===== src/rtl/nvs_pkg.sv =====
package nvs_pkg;
  typedef enum logic [1:0] {
    OP_DATA_WR    = 2'b00,
    OP_WIPER_SAVE = 2'b01,
    OP_ALL_SAVE   = 2'b10,
    OP_RSVD       = 2'b11
  } store_op_e;
endpackage


===== src/rtl/nvs_store_mem.sv =====
// Slot array: one write port, one registered read port, contents survive reset.
module nvs_store_mem #(
  parameter int DW       = 8,
  parameter int AW       = 4,
  parameter int INIT_MUL = 37,
  parameter int INIT_ADD = 5
) (
  input  logic          clk,
  input  logic          we,
  input  logic [AW-1:0] waddr,
  input  logic [DW-1:0] wdata,
  input  logic [AW-1:0] raddr,
  output logic [DW-1:0] rdata
);
  localparam int DEPTH = 1 << AW;

  logic [DW-1:0] mem [DEPTH];

  initial begin
    for (int i = 0; i < DEPTH; i++) mem[i] = DW'(i * INIT_MUL + INIT_ADD);
  end

  always_ff @(posedge clk) begin
    if (we) mem[waddr] <= wdata;
    rdata <= mem[raddr];
  end
endmodule


===== src/rtl/nvs_recall.sv =====
// Walks channels after reset, reading slot 0 of each and loading the wiper.
module nvs_recall #(
  parameter int NUM_CH = 4,
  parameter int NUM_DR = 4,
  parameter int DW     = 8
) (
  input  logic                      clk,
  input  logic                      rst,
  output logic [$clog2(NUM_CH)+$clog2(NUM_DR)-1:0] rd_addr,
  input  logic [DW-1:0]             rd_data,
  output logic                      ld_en,
  output logic [$clog2(NUM_CH)-1:0] ld_ch,
  output logic [DW-1:0]             ld_data,
  output logic                      done
);
  localparam int CHW = $clog2(NUM_CH);
  localparam int RGW = $clog2(NUM_DR);

  logic [CHW:0]   issue_cnt;
  logic           issue;
  logic           pend_v;
  logic [CHW-1:0] pend_ch;

  assign issue   = issue_cnt < (CHW+1)'(NUM_CH);
  assign rd_addr = {issue_cnt[CHW-1:0], RGW'(0)};
  assign ld_en   = pend_v;
  assign ld_ch   = pend_ch;
  assign ld_data = rd_data;

  always_ff @(posedge clk) begin
    if (rst) begin
      issue_cnt <= '0;
      pend_v    <= 1'b0;
      pend_ch   <= '0;
      done      <= 1'b0;
    end else begin
      pend_v  <= issue;
      pend_ch <= issue_cnt[CHW-1:0];
      if (issue) issue_cnt <= issue_cnt + 1'b1;
      if (pend_v && pend_ch == CHW'(NUM_CH-1)) done <= 1'b1;
    end
  end
endmodule


===== src/rtl/nvs_wiper_bank.sv =====
// Volatile wiper registers with registered position outputs.
module nvs_wiper_bank #(
  parameter int NUM_CH = 4,
  parameter int DW     = 8
) (
  input  logic                      clk,
  input  logic                      rst,
  input  logic                      rc_en,
  input  logic [$clog2(NUM_CH)-1:0] rc_ch,
  input  logic [DW-1:0]             rc_data,
  input  logic                      wl_en,
  input  logic [$clog2(NUM_CH)-1:0] wl_ch,
  input  logic [DW-1:0]             wl_data,
  output logic [NUM_CH*DW-1:0]      wiper_vec,
  output logic [NUM_CH*DW-1:0]      wiper_pos
);
  localparam int CHW = $clog2(NUM_CH);

  for (genvar g = 0; g < NUM_CH; g++) begin : g_ch
    logic [DW-1:0] w_q;
    logic [DW-1:0] pos_q;

    always_ff @(posedge clk) begin
      if (rst) begin
        w_q   <= '0;
        pos_q <= '0;
      end else begin
        if (rc_en && rc_ch == CHW'(g))      w_q <= rc_data;
        else if (wl_en && wl_ch == CHW'(g)) w_q <= wl_data;
        pos_q <= w_q;
      end
    end

    assign wiper_vec[g*DW +: DW] = w_q;
    assign wiper_pos[g*DW +: DW] = pos_q;
  end
endmodule


===== src/rtl/nvs_store_ctl.sv =====
// Accepts or rejects stores, holds the busy flag, drives the slot write port.
module nvs_store_ctl
  import nvs_pkg::*;
#(
  parameter int NUM_CH    = 4,
  parameter int NUM_DR    = 4,
  parameter int DW        = 8,
  parameter int WRITE_CYC = 12,
  parameter int PWRUP_CYC = 20
) (
  input  logic                      clk,
  input  logic                      rst,
  input  logic                      wp_n,
  input  logic                      recall_done,
  input  logic                      st_valid,
  input  logic [1:0]                st_op,
  input  logic [$clog2(NUM_CH)-1:0] st_ch,
  input  logic [$clog2(NUM_DR)-1:0] st_reg,
  input  logic [DW-1:0]             st_data,
  input  logic [NUM_CH*DW-1:0]      wiper_vec,
  output logic                      mem_we,
  output logic [$clog2(NUM_CH)+$clog2(NUM_DR)-1:0] mem_waddr,
  output logic [DW-1:0]             mem_wdata,
  output logic                      wip,
  output logic                      st_rej,
  output logic                      wr_ready
);
  localparam int CHW      = $clog2(NUM_CH);
  localparam int RGW      = $clog2(NUM_DR);
  localparam int BUSY_CYC = (WRITE_CYC > NUM_CH + 1) ? WRITE_CYC : NUM_CH + 1;
  localparam int CW       = $clog2(BUSY_CYC);
  localparam int PW       = $clog2(PWRUP_CYC + 1);

  store_op_e           op;
  logic                accept;
  logic [PW-1:0]       pu_cnt;
  logic [CW-1:0]       busy_cnt;
  logic [CHW:0]        q_left;
  logic [CHW-1:0]      q_ch;
  logic [RGW-1:0]      q_reg;
  logic                q_use_data;
  logic [DW-1:0]       q_data;
  logic [NUM_CH*DW-1:0] snap;

  assign op     = store_op_e'(st_op);
  assign accept = st_valid && wr_ready && !wip && wp_n && (op != OP_RSVD);

  // power-up lockout counter
  always_ff @(posedge clk) begin
    if (rst) begin
      pu_cnt   <= '0;
      wr_ready <= 1'b0;
    end else begin
      if (pu_cnt != PW'(PWRUP_CYC)) pu_cnt <= pu_cnt + 1'b1;
      wr_ready <= (pu_cnt == PW'(PWRUP_CYC)) && recall_done;
    end
  end

  // busy flag and write queue
  always_ff @(posedge clk) begin
    if (rst) begin
      wip        <= 1'b0;
      st_rej     <= 1'b0;
      busy_cnt   <= '0;
      q_left     <= '0;
      q_ch       <= '0;
      q_reg      <= '0;
      q_use_data <= 1'b0;
      q_data     <= '0;
      snap       <= '0;
    end else begin
      st_rej <= st_valid && !accept;
      if (accept) begin
        wip        <= 1'b1;
        busy_cnt   <= CW'(BUSY_CYC - 1);
        q_left     <= (op == OP_ALL_SAVE) ? (CHW+1)'(NUM_CH) : (CHW+1)'(1);
        q_ch       <= (op == OP_ALL_SAVE) ? '0 : st_ch;
        q_reg      <= st_reg;
        q_use_data <= (op == OP_DATA_WR);
        q_data     <= st_data;
        snap       <= wiper_vec;
      end else begin
        if (q_left != '0) begin
          q_left <= q_left - 1'b1;
          q_ch   <= q_ch + 1'b1;
        end
        if (wip) begin
          if (busy_cnt == '0) wip <= 1'b0;
          else                busy_cnt <= busy_cnt - 1'b1;
        end
      end
    end
  end

  assign mem_we    = (q_left != '0);
  assign mem_waddr = {q_ch, q_reg};
  assign mem_wdata = q_use_data ? q_data : snap[q_ch*DW +: DW];
endmodule


===== src/rtl/nvstore_seq.sv =====
module nvstore_seq #(
  parameter int NUM_CH    = 4,
  parameter int NUM_DR    = 4,
  parameter int DW        = 8,
  parameter int WRITE_CYC = 12,
  parameter int PWRUP_CYC = 20,
  parameter int INIT_MUL  = 37,
  parameter int INIT_ADD  = 5
) (
  input  logic                      clk,
  input  logic                      rst,
  input  logic                      wp_n,
  input  logic                      st_valid,
  input  logic [1:0]                st_op,
  input  logic [$clog2(NUM_CH)-1:0] st_ch,
  input  logic [$clog2(NUM_DR)-1:0] st_reg,
  input  logic [DW-1:0]             st_data,
  input  logic                      wl_valid,
  input  logic [$clog2(NUM_CH)-1:0] wl_ch,
  input  logic [DW-1:0]             wl_data,
  input  logic                      rd_valid,
  input  logic [$clog2(NUM_CH)-1:0] rd_ch,
  input  logic [$clog2(NUM_DR)-1:0] rd_reg,
  output logic [DW-1:0]             rd_data,
  output logic                      rd_vld,
  output logic [NUM_CH*DW-1:0]      wiper_pos,
  output logic                      recall_done,
  output logic                      wr_ready,
  output logic                      wip,
  output logic                      st_rej
);
  localparam int CHW = $clog2(NUM_CH);
  localparam int RGW = $clog2(NUM_DR);
  localparam int AW  = CHW + RGW;

  logic                 mem_we;
  logic [AW-1:0]        mem_waddr;
  logic [DW-1:0]        mem_wdata;
  logic [AW-1:0]        mem_raddr;
  logic [DW-1:0]        mem_rdata;
  logic [AW-1:0]        rc_addr;
  logic                 rc_en;
  logic [CHW-1:0]       rc_ch;
  logic [DW-1:0]        rc_data;
  logic [NUM_CH*DW-1:0] wiper_vec;

  assign mem_raddr = recall_done ? {rd_ch, rd_reg} : rc_addr;
  assign rd_data   = mem_rdata;

  always_ff @(posedge clk) begin
    if (rst) rd_vld <= 1'b0;
    else     rd_vld <= rd_valid && recall_done;
  end

  nvs_store_mem #(
    .DW(DW), .AW(AW), .INIT_MUL(INIT_MUL), .INIT_ADD(INIT_ADD)
  ) mem_i (
    .clk(clk), .we(mem_we), .waddr(mem_waddr), .wdata(mem_wdata),
    .raddr(mem_raddr), .rdata(mem_rdata)
  );

  nvs_recall #(
    .NUM_CH(NUM_CH), .NUM_DR(NUM_DR), .DW(DW)
  ) recall_i (
    .clk(clk), .rst(rst), .rd_addr(rc_addr), .rd_data(mem_rdata),
    .ld_en(rc_en), .ld_ch(rc_ch), .ld_data(rc_data), .done(recall_done)
  );

  nvs_wiper_bank #(
    .NUM_CH(NUM_CH), .DW(DW)
  ) wipers_i (
    .clk(clk), .rst(rst),
    .rc_en(rc_en), .rc_ch(rc_ch), .rc_data(rc_data),
    .wl_en(wl_valid && recall_done), .wl_ch(wl_ch), .wl_data(wl_data),
    .wiper_vec(wiper_vec), .wiper_pos(wiper_pos)
  );

  nvs_store_ctl #(
    .NUM_CH(NUM_CH), .NUM_DR(NUM_DR), .DW(DW),
    .WRITE_CYC(WRITE_CYC), .PWRUP_CYC(PWRUP_CYC)
  ) ctl_i (
    .clk(clk), .rst(rst), .wp_n(wp_n), .recall_done(recall_done),
    .st_valid(st_valid), .st_op(st_op), .st_ch(st_ch), .st_reg(st_reg),
    .st_data(st_data), .wiper_vec(wiper_vec),
    .mem_we(mem_we), .mem_waddr(mem_waddr), .mem_wdata(mem_wdata),
    .wip(wip), .st_rej(st_rej), .wr_ready(wr_ready)
  );
endmodule


===== config.mk =====
export PLATFORM = sky130hd
export DESIGN_NAME = nvstore_seq
export DESIGN_NICKNAME = d
export VERILOG_FILES = /design/src/rtl/nvs_pkg.sv /design/src/rtl/nvs_store_mem.sv /design/src/rtl/nvs_recall.sv /design/src/rtl/nvs_wiper_bank.sv /design/src/rtl/nvs_store_ctl.sv /design/src/rtl/nvstore_seq.sv
export SDC_FILE = /design/constraint.sdc
export NUM_CORES = 1
export LEC_CHECK = 0
export BUFFER_PORTS_ARGS = -buffer_cell sky130_fd_sc_hd__buf_4
export CORE_ASPECT_RATIO = 1.2
export CORE_MARGIN = 2
export CORE_UTILIZATION = 67
export CTS_BUF_LIST = sky130_fd_sc_hd__clkbuf_8
export CTS_CLUSTER_DIAMETER = 200
export CTS_CLUSTER_SIZE = 14
export DETAILED_ROUTE_END_ITERATION = 6
export PLACE_DENSITY = 0.95
export SYNTH_ARGS = -nofsm -noshare
export SYNTH_HDL_FRONTEND = slang
export SYNTH_HIERARCHICAL = 1
export SYNTH_SLANG_ARGS = --single-unit

===== constraint.sdc =====
create_clock -name clk -period 5.4 [get_ports clk]
set_input_delay 1.08 -clock clk [delete_from_list [all_inputs] [get_ports clk]]
set_output_delay 1.08 -clock clk [all_outputs]
set_load 0.05 [all_outputs]

==> key figures <==
Status
  – Status: finished, final reports clean

Layout
  – Fillers: around 870
  – Area of the multi-input gates: 3430 sq um
  – Max FFs per register: ~130
  – Layout cells sized above 1: ~18%
  – Nets: between 800 and 900
  – Area delta synth->final: 8.88%
  – ANT cells: 0
  – FF+latch area: around 6600 sq um
  – Largest Register: mem_i/mem
  – Final core utilization: roughly 74%

Clock tree
  – CTS root buf: clkbuf_8
  – CTS Hold Buffers Added: 0
  – TritonCTS clock tree: yes
  – Htree depth: 1
  – Cells resized by post-CTS repair: 0
  – CTS Buf Count: 23
  – Worst skew pair latency: ~530 ps
  – Clock buffer depth: 3
  – Setup Buffers After CTS: 0
  – TritonCTS sink count: 268
  – Clock transition at path regs: ~90 ps

Critical path
  – Max FO, Critical Path: 32
  – CP required: approximately 5800 ps
  – R2r setup slk: ~2500 ps
  – Arrival time at the worst endpoint: 3310 ps
  – CP max stage delay: approximately 990 ps
  – RR Endpoint: mem_i/rdata[7]
  – Worst reg2reg path depth: 4
  – Crit start category: flip-flop
  – CP max-delay cell: mux2_2
  – Worst path cell trace: mux2_2 -> mux4_2 -> a22oi_1 -> nand2_1
  – Reg-to-Reg Start: recall_i/done
  – Critical path type: reg -> reg
  – CP endpoint kind: flip-flop

Routing
  – Drt drc: 0
  – 1st-iter DRT viols: about 750
  – Vias post-DR: a little under 7000
  – Drt pass-1 iters: 5
  – Routed WL: ~24000 um
  – Vias per cell: ~6.4
  – Drt wl/cell: ~22 um
  – Final ANT Viol Nets: 0

Timing
  – Max Slew Vio Count: 0
  – FMAX: approximately 340 MHz
  – Slew headroom: between 20% and 30%
  – RSZ-0062 raised after global routing: no
  – Post-Route Setup TNS: 0 ps
  – Final min period: slightly below 3000 ps
  – Hold Vio Cnt, Final: 0
  – Final setup margin: around 2500 ps
  – Crit share post-route: a little over half
  – Count of final setup violators: 0
  – Worst-margin pin slew: approximately 1100 ps
  – Fin Clk Skew: between 20 and 30 ps

Hold path
  – Hold path depth: 2
  – Worst min path class: reg -> reg
  – Hold EP: ctl_i/snap[6]
  – Hold Path Origin: ctl_i/snap[6]

Logic synthesis
  – Largest area contributor in the netlist: edfxtp_1
  – Sequential-to-total area share from yosys stat: a little under two thirds
  – EDFF count, synth: between 100 and 150
  – Cell variety after synth: 52
  – Avg Inst Size Synth: around 13 sq um
  – Post-synth top cells: 140 x dfxtp_1, 128 x edfxtp_1, 95 x nand2_1
  – Share of the synthesized area in the top cell type: roughly 37%
  – Post-synthesis register bit count: roughly 270
  – Cell Area, Synth: 10500 sq um
  – Synth Flop Type: dfxtp_1
  – Post-Synthesis Cells: 789
  – Asr flop ratio synth: 0%
  – Yosys warnings: 6
  – Most frequent cell after synthesis: dfxtp_1
  – Synth top area cells: edfxtp_1 37%, dfxtp_1 27%, mux4_2 5.2%

GRT
  – Congestion Overflow GR: 0
  – Vias in the first global route: around 6600
  – First-pass GRT wire length: approximately 36000 um
  – Total GRT Usage: between 20% and 30%
  – Largest net degree at the start of global routing: 91
  – Initial antenna violation count: 0

Placed design
  – Final GP Congestion: approximately 0.9
  – I/O Buffers: 78
  – Worst slack, placed: 2190 ps
  – Dpl hpwl: 15600 um

Floorplan
  – I/O Pins: between 70 and 80
  – Die area: about 17000 sq um
  – Core ar.: between 15000 and 20000 sq um
  – Die Width: 118 um
  – Die Y: approximately 140 um
  – Initial Util: around 68%
  – FP Rows: 50

Power
  – Switching power share of the total: slightly below 30%
  – PD cells: around 360 nW/um^2
  – Int Power: 2.93 mW
  – LEAKAGE: around 4.2 nW
  – Total power: just over 4 mW
  – Gate power share: 16.8%
  – Reg power frac: a little under 60%
  – Net Sw Power: between 1 and 1.5 mW
  – Peak VDD IR: ~0.17 mV
  – Clock power share: 24.7%

Job
  – Max-Cap Viols: 0
## power by group through the flow
stage	registers (mW)	logic [mW]	clock network, mW
after detailed placement	2.45	0.667	0
final	2.42	0.693	1.02
after CTS	2.41	0.684	1.03
after global placement	2.45	0.636	0
after global routing	2.43	0.728	1.11
after floorplan	2.49	0.430	0
## worst max-delay path by stage
stage / startpoint / end / slack, ps / cells after the start
after floorplan: ctl_i/q_left[0] / mem_i/mem[0][0] / 2960 / 6
after global placement: rd_reg[0] / mem_i/rdata[5] / 2340 / 5
after detailed placement: rd_reg[0] / mem_i/rdata[3] / 2190 / 5
after CTS: recall_i/done / mem_i/rdata[7] / 2560 / 4
after global routing: recall_i/done / mem_i/rdata[7] / 2400 / 4
final: recall_i/done / mem_i/rdata[7] / 2500 / 4
## cells by family after synthesis
family / Yosys count / synth area share (%)
multiplexers: 71 / 12.3
other: 1 / 0.0359
XOR/XNOR: 6 / 0.502
adder cells (fa/ha/maj): 7 / 0.837
AND/OR/NAND/NOR: 249 / 11.5
buffers and inverters: 69 / 3.76
flip-flops: 268 / 63.5
AO/OA/AOI/OAI: 118 / 7.56
## cells in the final DEF, fill, tap and decap left out, types with 2 or more instances in the layout
cell / count
dfxtp_1: 140
edfxtp_1: 128
nand2_1: 95
buf_4: 85
nor2_1: 59
a21oi_1: 51
nor2b_1: 44
a211oi_1: 25
mux4_2: 24
clkbuf_8: 23
inv_1: 21
nor3_1: 20
mux2i_1: 18
a22oi_1: 18
mux4_1: 16
mux2_2: 13
a32oi_1: 8
ha_1: 7
a221oi_1: 7
nand3b_1: 6
nand3_1: 5
nand2b_1: 4
xor2_1: 3
xnor2_1: 3
nor3b_1: 2
conb_1: 2
or3b_1: 2
## per-layer routing
metal  share of wire [%]  global-route usage, %
met3                 7.5                   4.29
met5                   0                      0
met4                 5.8                   15.6
met2                  52                   50.7
met1                  35                   32.1
## critical path, delay by kind of cell, from the launching register on
| kind | cells | cell delay, ps |
|---|---|---|
| and+or+nand+nor | 1 | 120 |
| muxes | 2 | 1630 |
| AOI/OAI and AO/OA | 1 | 370 |
| DFF | 1 | 630 |
## area by class of cell
cell class                      count  share of cell area [%]
Tap cell                          208                    2.29
Clock inverter                     14                   0.571
Inverter                            8                   0.264
Timing Repair Buffer               85                    5.60
Clock buffer                       23                    2.78
Multi-Input combinational cell    453                    30.1
Sequential cell                   268                    58.4
## metrics by stage
stage | instance area [sq um] | std cells | hold WS (ps)
after floorplan | 10500 | 790 | 432
after global placement | 11000 | 1022 | 438
after detailed placement | 11000 | 1022 | 445
after CTS | 11400 | 1059 | 459
after global routing | 11400 | 1059 | 477
final | 11400 | 1059 | 456
Power figures use the tool's default switching activity.
